## src/rtl/trace_replay_gen.sv

```systemverilog
module trace_replay_gen #(
  parameter int ADDR_W = 16,
  parameter int DATA_W = 16,
  parameter int CPI_W  = 8,
  parameter int DEPTH  = 16,
  parameter int TIME_W = 32,
  parameter int PEND_W = 4
) (
  input  logic                       clk,
  input  logic                       rst_n,
  input  logic                       ld_en,
  input  logic [$clog2(DEPTH)-1:0]   ld_idx,
  input  logic [1:0]                 ld_kind,
  input  logic                       ld_write,
  input  logic [ADDR_W-1:0]          ld_addr,
  input  logic [DATA_W-1:0]          ld_data,
  input  logic [$clog2(DEPTH):0]     rec_count,
  input  logic [CPI_W-1:0]           cpi,
  input  logic                       start,
  output logic                       req_valid,
  input  logic                       req_ready,
  output logic                       req_write,
  output logic [ADDR_W-1:0]          req_addr,
  output logic [DATA_W-1:0]          req_wdata,
  input  logic                       rsp_valid,
  output logic                       busy,
  output logic                       done,
  output logic [PEND_W-1:0]          pending,
  output logic [TIME_W-1:0]          elapsed,
  output logic [TIME_W-1:0]          stalled
);
  localparam int IDX_W  = $clog2(DEPTH);
  localparam int ACC_W  = DATA_W + CPI_W;
  localparam int WAIT_W = ACC_W - 4;
  localparam logic [TIME_W-1:0] TMAX = '1;
  localparam logic [PEND_W-1:0] PMAX = '1;
  localparam logic [1:0] K_COMP = 2'd0;
  localparam logic [1:0] K_BLK  = 2'd1;
  localparam logic [1:0] K_NB   = 2'd2;

  typedef enum logic [2:0] {S_IDLE, S_FETCH, S_COMP, S_ISSUE, S_BWAIT, S_DRAIN, S_DONE} st_t;

  logic [1:0]        kind_m [DEPTH];
  logic              wr_m   [DEPTH];
  logic [ADDR_W-1:0] addr_m [DEPTH];
  logic [DATA_W-1:0] data_m [DEPTH];

  st_t               st;
  logic [IDX_W:0]    pc;
  logic [3:0]        frac;
  logic [WAIT_W-1:0] wcnt;

  always_ff @(posedge clk)
    if (ld_en) begin
      kind_m[ld_idx] <= ld_kind;
      wr_m[ld_idx]   <= ld_write;
      addr_m[ld_idx] <= ld_addr;
      data_m[ld_idx] <= ld_data;
    end

  wire [IDX_W-1:0]  pc_ix    = pc[IDX_W-1:0];
  wire [1:0]        cur_kind = kind_m[pc_ix];
  wire [DATA_W-1:0] cur_data = data_m[pc_ix];
  wire [ACC_W-1:0]  acc      = ACC_W'(cur_data) * ACC_W'(cpi) + ACC_W'(frac);
  wire [WAIT_W-1:0] acc_cyc  = acc[ACC_W-1:4];

  assign req_valid = (st == S_ISSUE) && !(cur_kind == K_NB && pending == PMAX);
  assign req_write = wr_m[pc_ix];
  assign req_addr  = addr_m[pc_ix];
  assign req_wdata = cur_data;
  assign busy      = (st != S_IDLE) && (st != S_DONE);
  assign done      = (st == S_DONE);

  wire start_acc  = start && !busy;
  wire hs         = req_valid && req_ready;
  wire nb_issue   = hs && (cur_kind == K_NB);
  wire nb_retire  = rsp_valid && (pending != '0);
  wire blk_retire = rsp_valid && (pending == '0) && (st == S_BWAIT);
  wire tick_e     = (st == S_COMP) || (st == S_BWAIT);
  wire tick_s     = (st == S_BWAIT);

  always_ff @(posedge clk or negedge rst_n)
    if (!rst_n) begin
      st   <= S_IDLE;
      pc   <= '0;
      frac <= '0;
      wcnt <= '0;
    end else begin
      case (st)
        S_IDLE, S_DONE:
          if (start) begin
            st   <= S_FETCH;
            pc   <= '0;
            frac <= '0;
          end
        S_FETCH:
          if (pc == rec_count) st <= S_DRAIN;
          else begin
            case (cur_kind)
              K_COMP: begin
                frac <= acc[3:0];
                if (acc_cyc == '0) pc <= pc + 1'b1;
                else begin
                  wcnt <= acc_cyc;
                  st   <= S_COMP;
                end
              end
              K_BLK, K_NB: st <= S_ISSUE;
              default: pc <= pc + 1'b1;
            endcase
          end
        S_COMP: begin
          wcnt <= wcnt - 1'b1;
          if (wcnt == WAIT_W'(1)) begin
            pc <= pc + 1'b1;
            st <= S_FETCH;
          end
        end
        S_ISSUE:
          if (hs) begin
            if (cur_kind == K_NB) begin
              pc <= pc + 1'b1;
              st <= S_FETCH;
            end else st <= S_BWAIT;
          end
        S_BWAIT:
          if (blk_retire) begin
            pc <= pc + 1'b1;
            st <= S_FETCH;
          end
        S_DRAIN:
          if (pending == '0) st <= S_DONE;
        default: st <= S_IDLE;
      endcase
    end

  always_ff @(posedge clk or negedge rst_n)
    if (!rst_n) pending <= '0;
    else        pending <= pending + PEND_W'(nb_issue) - PEND_W'(nb_retire);

  always_ff @(posedge clk or negedge rst_n)
    if (!rst_n) begin
      elapsed <= '0;
      stalled <= '0;
    end else if (start_acc) begin
      elapsed <= '0;
      stalled <= '0;
    end else begin
      if (tick_e && elapsed != TMAX) elapsed <= elapsed + 1'b1;
      if (tick_s && stalled != TMAX) stalled <= stalled + 1'b1;
    end
endmodule

```

## config.mk

```make
export PLATFORM = sky130hd
export DESIGN_NAME = trace_replay_gen
export DESIGN_NICKNAME = d
export VERILOG_FILES = /design/src/rtl/trace_replay_gen.sv
export SDC_FILE = /design/constraint.sdc
export NUM_CORES = 1
export LEC_CHECK = 0
export ABC_AREA = 1
export CORE_AREA = 8 8 339 341
export CTS_CLUSTER_DIAMETER = 40
export CTS_CLUSTER_SIZE = 25
export DETAILED_ROUTE_END_ITERATION = 12
export DIE_AREA = 0 0 347 349
export SETUP_SLACK_MARGIN = 0.05
export SYNTH_ARGS = -nofsm -noshare
export SYNTH_HDL_FRONTEND = slang
export SYNTH_SLANG_ARGS = --single-unit
export TNS_END_PERCENT = 30
```

## constraint.sdc

```tcl
create_clock -name clk -period 8.2 [get_ports clk]
set_input_delay 1.64 -clock clk [delete_from_list [all_inputs] [get_ports clk]]
set_output_delay 1.64 -clock clk [all_outputs]
set_load 0.005 [all_outputs]
```

# Word-level counts from Yosys, hierarchy flattened
# Memory sizes are Yosys's and may differ from the RTL's.
# Cells that the tools add are included.
[word_totals]
ff_bits = 100
mem_bits_rw = 560
in_bits = 58
output_inout_bits = 104
word_cells = 110
mem_count = 4
[mem_list]
columns = ["memory", "words", "width", "rd", "rd_clocked_by_memory_dff", "wr", "line", "rtl"]
rows = [
  ["addr_m", 16, 16, 1, 0, 1, "45", "logic [ADDR_W-1:0] addr_m [DEPTH];"],
  ["data_m", 16, 16, 1, 0, 1, "46", "logic [DATA_W-1:0] data_m [DEPTH];"],
  ["kind_m", 16, 2, 1, 0, 1, "43", "logic [1:0] kind_m [DEPTH];"],
  ["wr_m", 16, 1, 1, 0, 1, "44", "logic wr_m [DEPTH];"],
]
[classes]
n_addsub = 7
multipliers = 1
n_eq_ne = 27
mux = 33
n_reduce_logical = 31
[op_table]
columns = ["cell", "n"]
rows = [
  ["$mux W32", 4],
  ["$add A32 B1 Y32 const B", 2],
  ["$ne A32 B32 Y1 const B", 2],
  ["$mux W20", 3],
  ["$pmux W20 S2", 1],
  ["$mux W5", 7],
  ["$pmux W5 S5", 1],
  ["$add A24 B4 Y24", 1],
  ["$mul A16 B8 Y24", 1],
  ["$mux W3", 8],
  ["$eq A20 B1 Y1 const B", 1],
  ["$logic_not A20 Y1", 1],
  ["$sub A20 B1 Y20 const B", 1],
  ["$pmux W3 S6", 1],
  ["$ne A2 B2 Y1 const B", 8],
  ["$mux W4", 3],
  ["$logic_and A1 B1 Y1", 11],
  ["$pmux W5 S2", 1],
  ["$eq A3 B3 Y1 const B", 3],
  ["$reduce_and A9 Y1", 1],
  ["$pmux W4 S2", 1],
  ["$reduce_and A4 Y1", 2],
  ["$reduce_bool A2 Y1", 4],
  ["$reduce_and A7 Y1", 1],
  ["24 further kinds", 30],
]

# Longest topological paths before layout
# An unclocked memory read counts as a cell.
[logic_depth]
word_depth = 9
ltp_mapped = 39
mapped_depth_nobuf = 36

# Worst setup path before layout
# No wires, ideal clock.
[synth_timing]
kind = "input to register"
startpoint = "input port cpi[6]"
endpoint = "register wcnt[17]"
setup_ns = 0.117
arrival_ns = 5.963
required_time_ns = 8.083
setup_slack_ns = 2.120
stages = 29
cell_sequence = "inv_1 clkbuf_1 nor2_1 fa_1 inv_1 fa_1 inv_1 fa_1 inv_1 fa_1 inv_1 ha_1 nand2_1 inv_1 nand2_1 inv_1 a21oi_1 nand2_1 nand2_1 nand2_1 nor2_1 nand2_1 nor2_1 nand3_1 nand2_1 nand2_1 buf_2 nand3_1 nand2_1"
[synth_between]
elab_chain_len = 6
word_cells_on_any_way = 9
classes_between = "add/sub (1); mul (1); eq/ne (1); mux (4); reduce/logical (2)"
[synth_lines]
columns = ["element", "line", "rtl"]
rows = [
  ["start: declaration", "18", "input logic [CPI_W-1:0] cpi,"],
  ["$mul A16 B8 Y24 *", "64", "wire [ACC_W-1:0] acc = ACC_W'(cur_data) * ACC_W'(cpi) + ACC_W'(frac);"],
  ["$add A24 B4 Y24 *", "64", ""],
  ["branches (longest 4 deep; another with $logic_not A20 Y1)", "n/a", ""],
  ["end signal: assignment", "104", "wcnt <= acc_cyc;"],
  ["end signal: assignment", "113", "wcnt <= wcnt - 1'b1;"],
  ["end: declaration", "51", "logic [WAIT_W-1:0] wcnt;"],
]
# Every way passes the cells marked *. The select of a mux whose other input is x is not followed.
# A chain may end at the register's enable or synchronous reset.

# Final worst setup path
[layout_timing]
startpoint = "register pc[0]"
endpoint = "register wcnt[1]"
[layout_between]
elab_chain_len = 7
word_cells_on_any_way = 15
classes_between = "add/sub (1); mul (1); eq/ne (4); mux (4); reduce/logical (3); memory (2)"
[layout_lines]
columns = ["element", "line", "rtl"]
rows = [
  ["start: declaration", "49", "logic [IDX_W:0] pc;"],
  ["start signal: assignment", "102", "if (acc_cyc == '0) pc <= pc + 1'b1;"],
  ["start signal: assignment", "109", "default: pc <= pc + 1'b1;"],
  ["start signal: assignment", "115", "pc <= pc + 1'b1;"],
  ["branches (longest 7 deep; another with $mul A16 B8 Y24)", "n/a", ""],
]
# Several ways; the timed one is not identified. The select of a mux whose other input is x is not followed.

==> flow_metrics.tcl <==
set metrics [dict create \
    drt_first_pass_iters 6 \
    slowest_delay_ns 0.54 \
    finalClockSkew_ns 0.06667 \
    synth_area_leader_cell "edfxtp_1" \
    layout_commonest_cell "edfxtp_1" \
    layout-drive-gt1-share_pct 7.230 \
    drt-initial-drc-count 1954 \
    clock_latency_ns 0.68 \
    area_growth_pct 19.73 \
    ioPinCount 162 \
    synth_top_area_share_pct 51.60 \
    grt_overflow 0 \
    synth_cells 3133 \
    crit_fanout 118 \
    max_freq_mhz 140.4 \
    drtAntennaViolNets 0 \
    finalHoldViolCount 0 \
    post_cts_buffers 0 \
    dp_hpwl_mm 56.11 \
    initial_core_util_pct 29.74 \
    rows 122 \
    critPathRequiredTime_ns 8.76 \
    synth.avg_cell_area_um2 10.40 \
    final_max_slew_viol_count 0 \
    portBuffers 161 \
    drc 0 \
    nets 3505 \
    worst_setup_path_start_kind "flop" \
    clk_pin_slew_ns 0.06 \
    maxCapViolations 0 \
    grt_first_pass_wirelength_mm 137.6 \
    htree_levels 3 \
    cts_root_buffer "clkbuf_16" \
    track_usage_pct 14.50 \
    async_reset_ff_share_pct 15.15 \
    max_slew_margin_pct 26.12 \
    cpMostUsedCell "nand2_1" \
    cts_sinks 660 \
    wl_per_cell_um 18.92 \
    gp_congestion 0.8888 \
    path_delay_family "adder cells" \
    coreArea_um2 109600 \
    grt_pass1_vias 22929 \
    outcome "finished clean" \
    finalCritPeriodShare_pct 86.84 \
    critical_path_buf_inv_count 6 \
    synth_edf_count 560 \
    ys.flop_type "edfxtp_1" \
    dieArea_um2 121100 \
    yosysUniqueCellTypes 49 \
    cts_hold_buf 0 \
    arrival_ns 7.68 \
    vias 23719 \
    critPathKind "flop to flop" \
    synth_nets 3349 \
    dieHeight_um 349 \
    setup_violations 0 \
    grt_antenna_before_repair 11 \
    grt_max_degree 137 \
    yosysSeqAreaShare_pct 59.27 \
    yosys-top-cells-area "edfxtp_1 52%, dfrtp_1 7.7%, nor2_1 5.9%, fa_1 5.5%, o21ai_0 5.1%" \
    cp_slowest_cell "fa_1" \
    grt_setup_unrepaired "false" \
    yosys_warnings 0 \
    cts_buffer_depth 3 \
    die_w_um 347 \
    tightest_slew_ns 1.108 \
    syn_area_um2 32590 \
    numCtsBuffers 85 \
    setup_tns_ns 0 \
    hold_class "flop to flop" \
    fin_crit_ns 7.121 \
    layout_common_cells "560 x edfxtp_1, 493 x nor2_1, 436 x nand2_1" \
    cts_tree "yes" \
    vias_per_cell 4.948 \
    ys_ff_latch 660 \
    end_kind "flop" \
    cts_resized 0 \
    wirelength_mm 90.71 \
]
-- worst paths after layout --
kind / startpoint / end / slack (ns) / cells past startpoint
max in group asynchronous: rst_n / pc[1] / 5.86 / 2
hold / removal: wcnt[7] / wcnt[7] / 0.48 / 2
setup / recovery: pc[0] / wcnt[1] / 1.08 / 31
hold reg to reg: wcnt[7] / wcnt[7] / 0.48 / 2
setup reg to reg: pc[0] / wcnt[1] / 1.08 / 31
min in group asynchronous: rst_n / elapsed[26] / 0.97 / 1
-- flip-flops by register name, summed over array words and instances (netlist names) --
| register | count |
|---|---|
| kind_m | 32 |
| frac | 4 |
| data_m | 256 |
| st | 3 |
| pc | 5 |
| addr_m | 256 |
| elapsed | 32 |
| wcnt | 20 |
| wr_m | 16 |
| stalled | 32 |
| pending | 4 |
-- worst reg2reg max path, delay by kind of cell (launching register included) --
| kind | cells | cell delay [ns] |
|---|---|---|
| buffers and inverters | 6 | 1.31 |
| AOI/OAI and AO/OA | 3 | 0.46 |
| DFF | 1 | 0.53 |
| adders and majority gates | 5 | 2.41 |
| and+or+nand+nor | 17 | 2.30 |
-- metrics by stage --
stage | util [%] | worst slack, ns | instance area, µm² | cells | hold WS [ns]
after CTS | 35.59 | 1.133 | 39010 | 4787 | 0.4739
after global placement | 32.77 | 0.7841 | 35910 | 4628 | 0.4705
after floorplan | - | 2.120 | 32590 | 3133 | 0.4419
after detailed placement | 32.77 | 0.7351 | 35910 | 4628 | 0.4624
after global routing | 35.60 | 0.5338 | 39010 | 4790 | 0.5084
final | 35.61 | 1.079 | 39020 | 4794 | 0.4757
-- cell usage after synthesis (3+ instances only) --
cell type  instances
nor3b_1            3
nand4_1           30
nor3_1            38
o21bai_1           3
clkbuf_1         107
nand3_1          121
o22ai_1           86
a21oi_1           60
ha_1              69
buf_1              3
a22oi_1            3
buf_2             21
o21ai_1            6
o211ai_1          16
inv_2              8
o21a_1             3
edfxtp_1         560
or2_2              3
dfrtp_1          100
o221ai_1          53
fa_1              89
xnor2_1           10
nor4_1            11
a31oi_1           13
o31ai_1           14
nor2_1           510
xor2_1            22
nand3b_1          12
o21ai_0          332
nor2_2             5
inv_1            344
nor3_2             5
a22o_1            16
nand2_1          436
-- logic make-up (layout without fill, tap and decap cells) --
| family | after synthesis | after routing | share of synthesized area, % |
|---|---|---|---|
| simple gates | 1180 | 1180 | 14.91 |
| flops | 660 | 660 | 59.27 |
| compound gates | 614 | 614 | 11.06 |
| buf+inv | 489 | 717 | 5.781 |
| fa+ha+maj | 158 | 158 | 8.115 |
| xor+xnor | 32 | 32 | 0.8599 |
| other cells | 0 | 7 | 0 |
-- area by class of cell --
cell class              count  area, µm²
diodes                      7      17.52
clock buffers              92       2173
clock inverters            67      920.9
fillers                 10916      70580
inverters                 354       1339
multi-input cells        1984      11520
flip-flops and latches    660      19330
well taps                1426       1784
repair buffers            204       1944
-- layer usage --
metal	global-route usage, %	routed length [µm]
met1	19.20	40140
met2	23.95	42400
met3	3.067	5795
met4	4.238	2322
met5	0	55
Power is left out: the tool's default activity adds up to more than one toggle a clock period on the data nets, which glitch-free logic cannot reach.
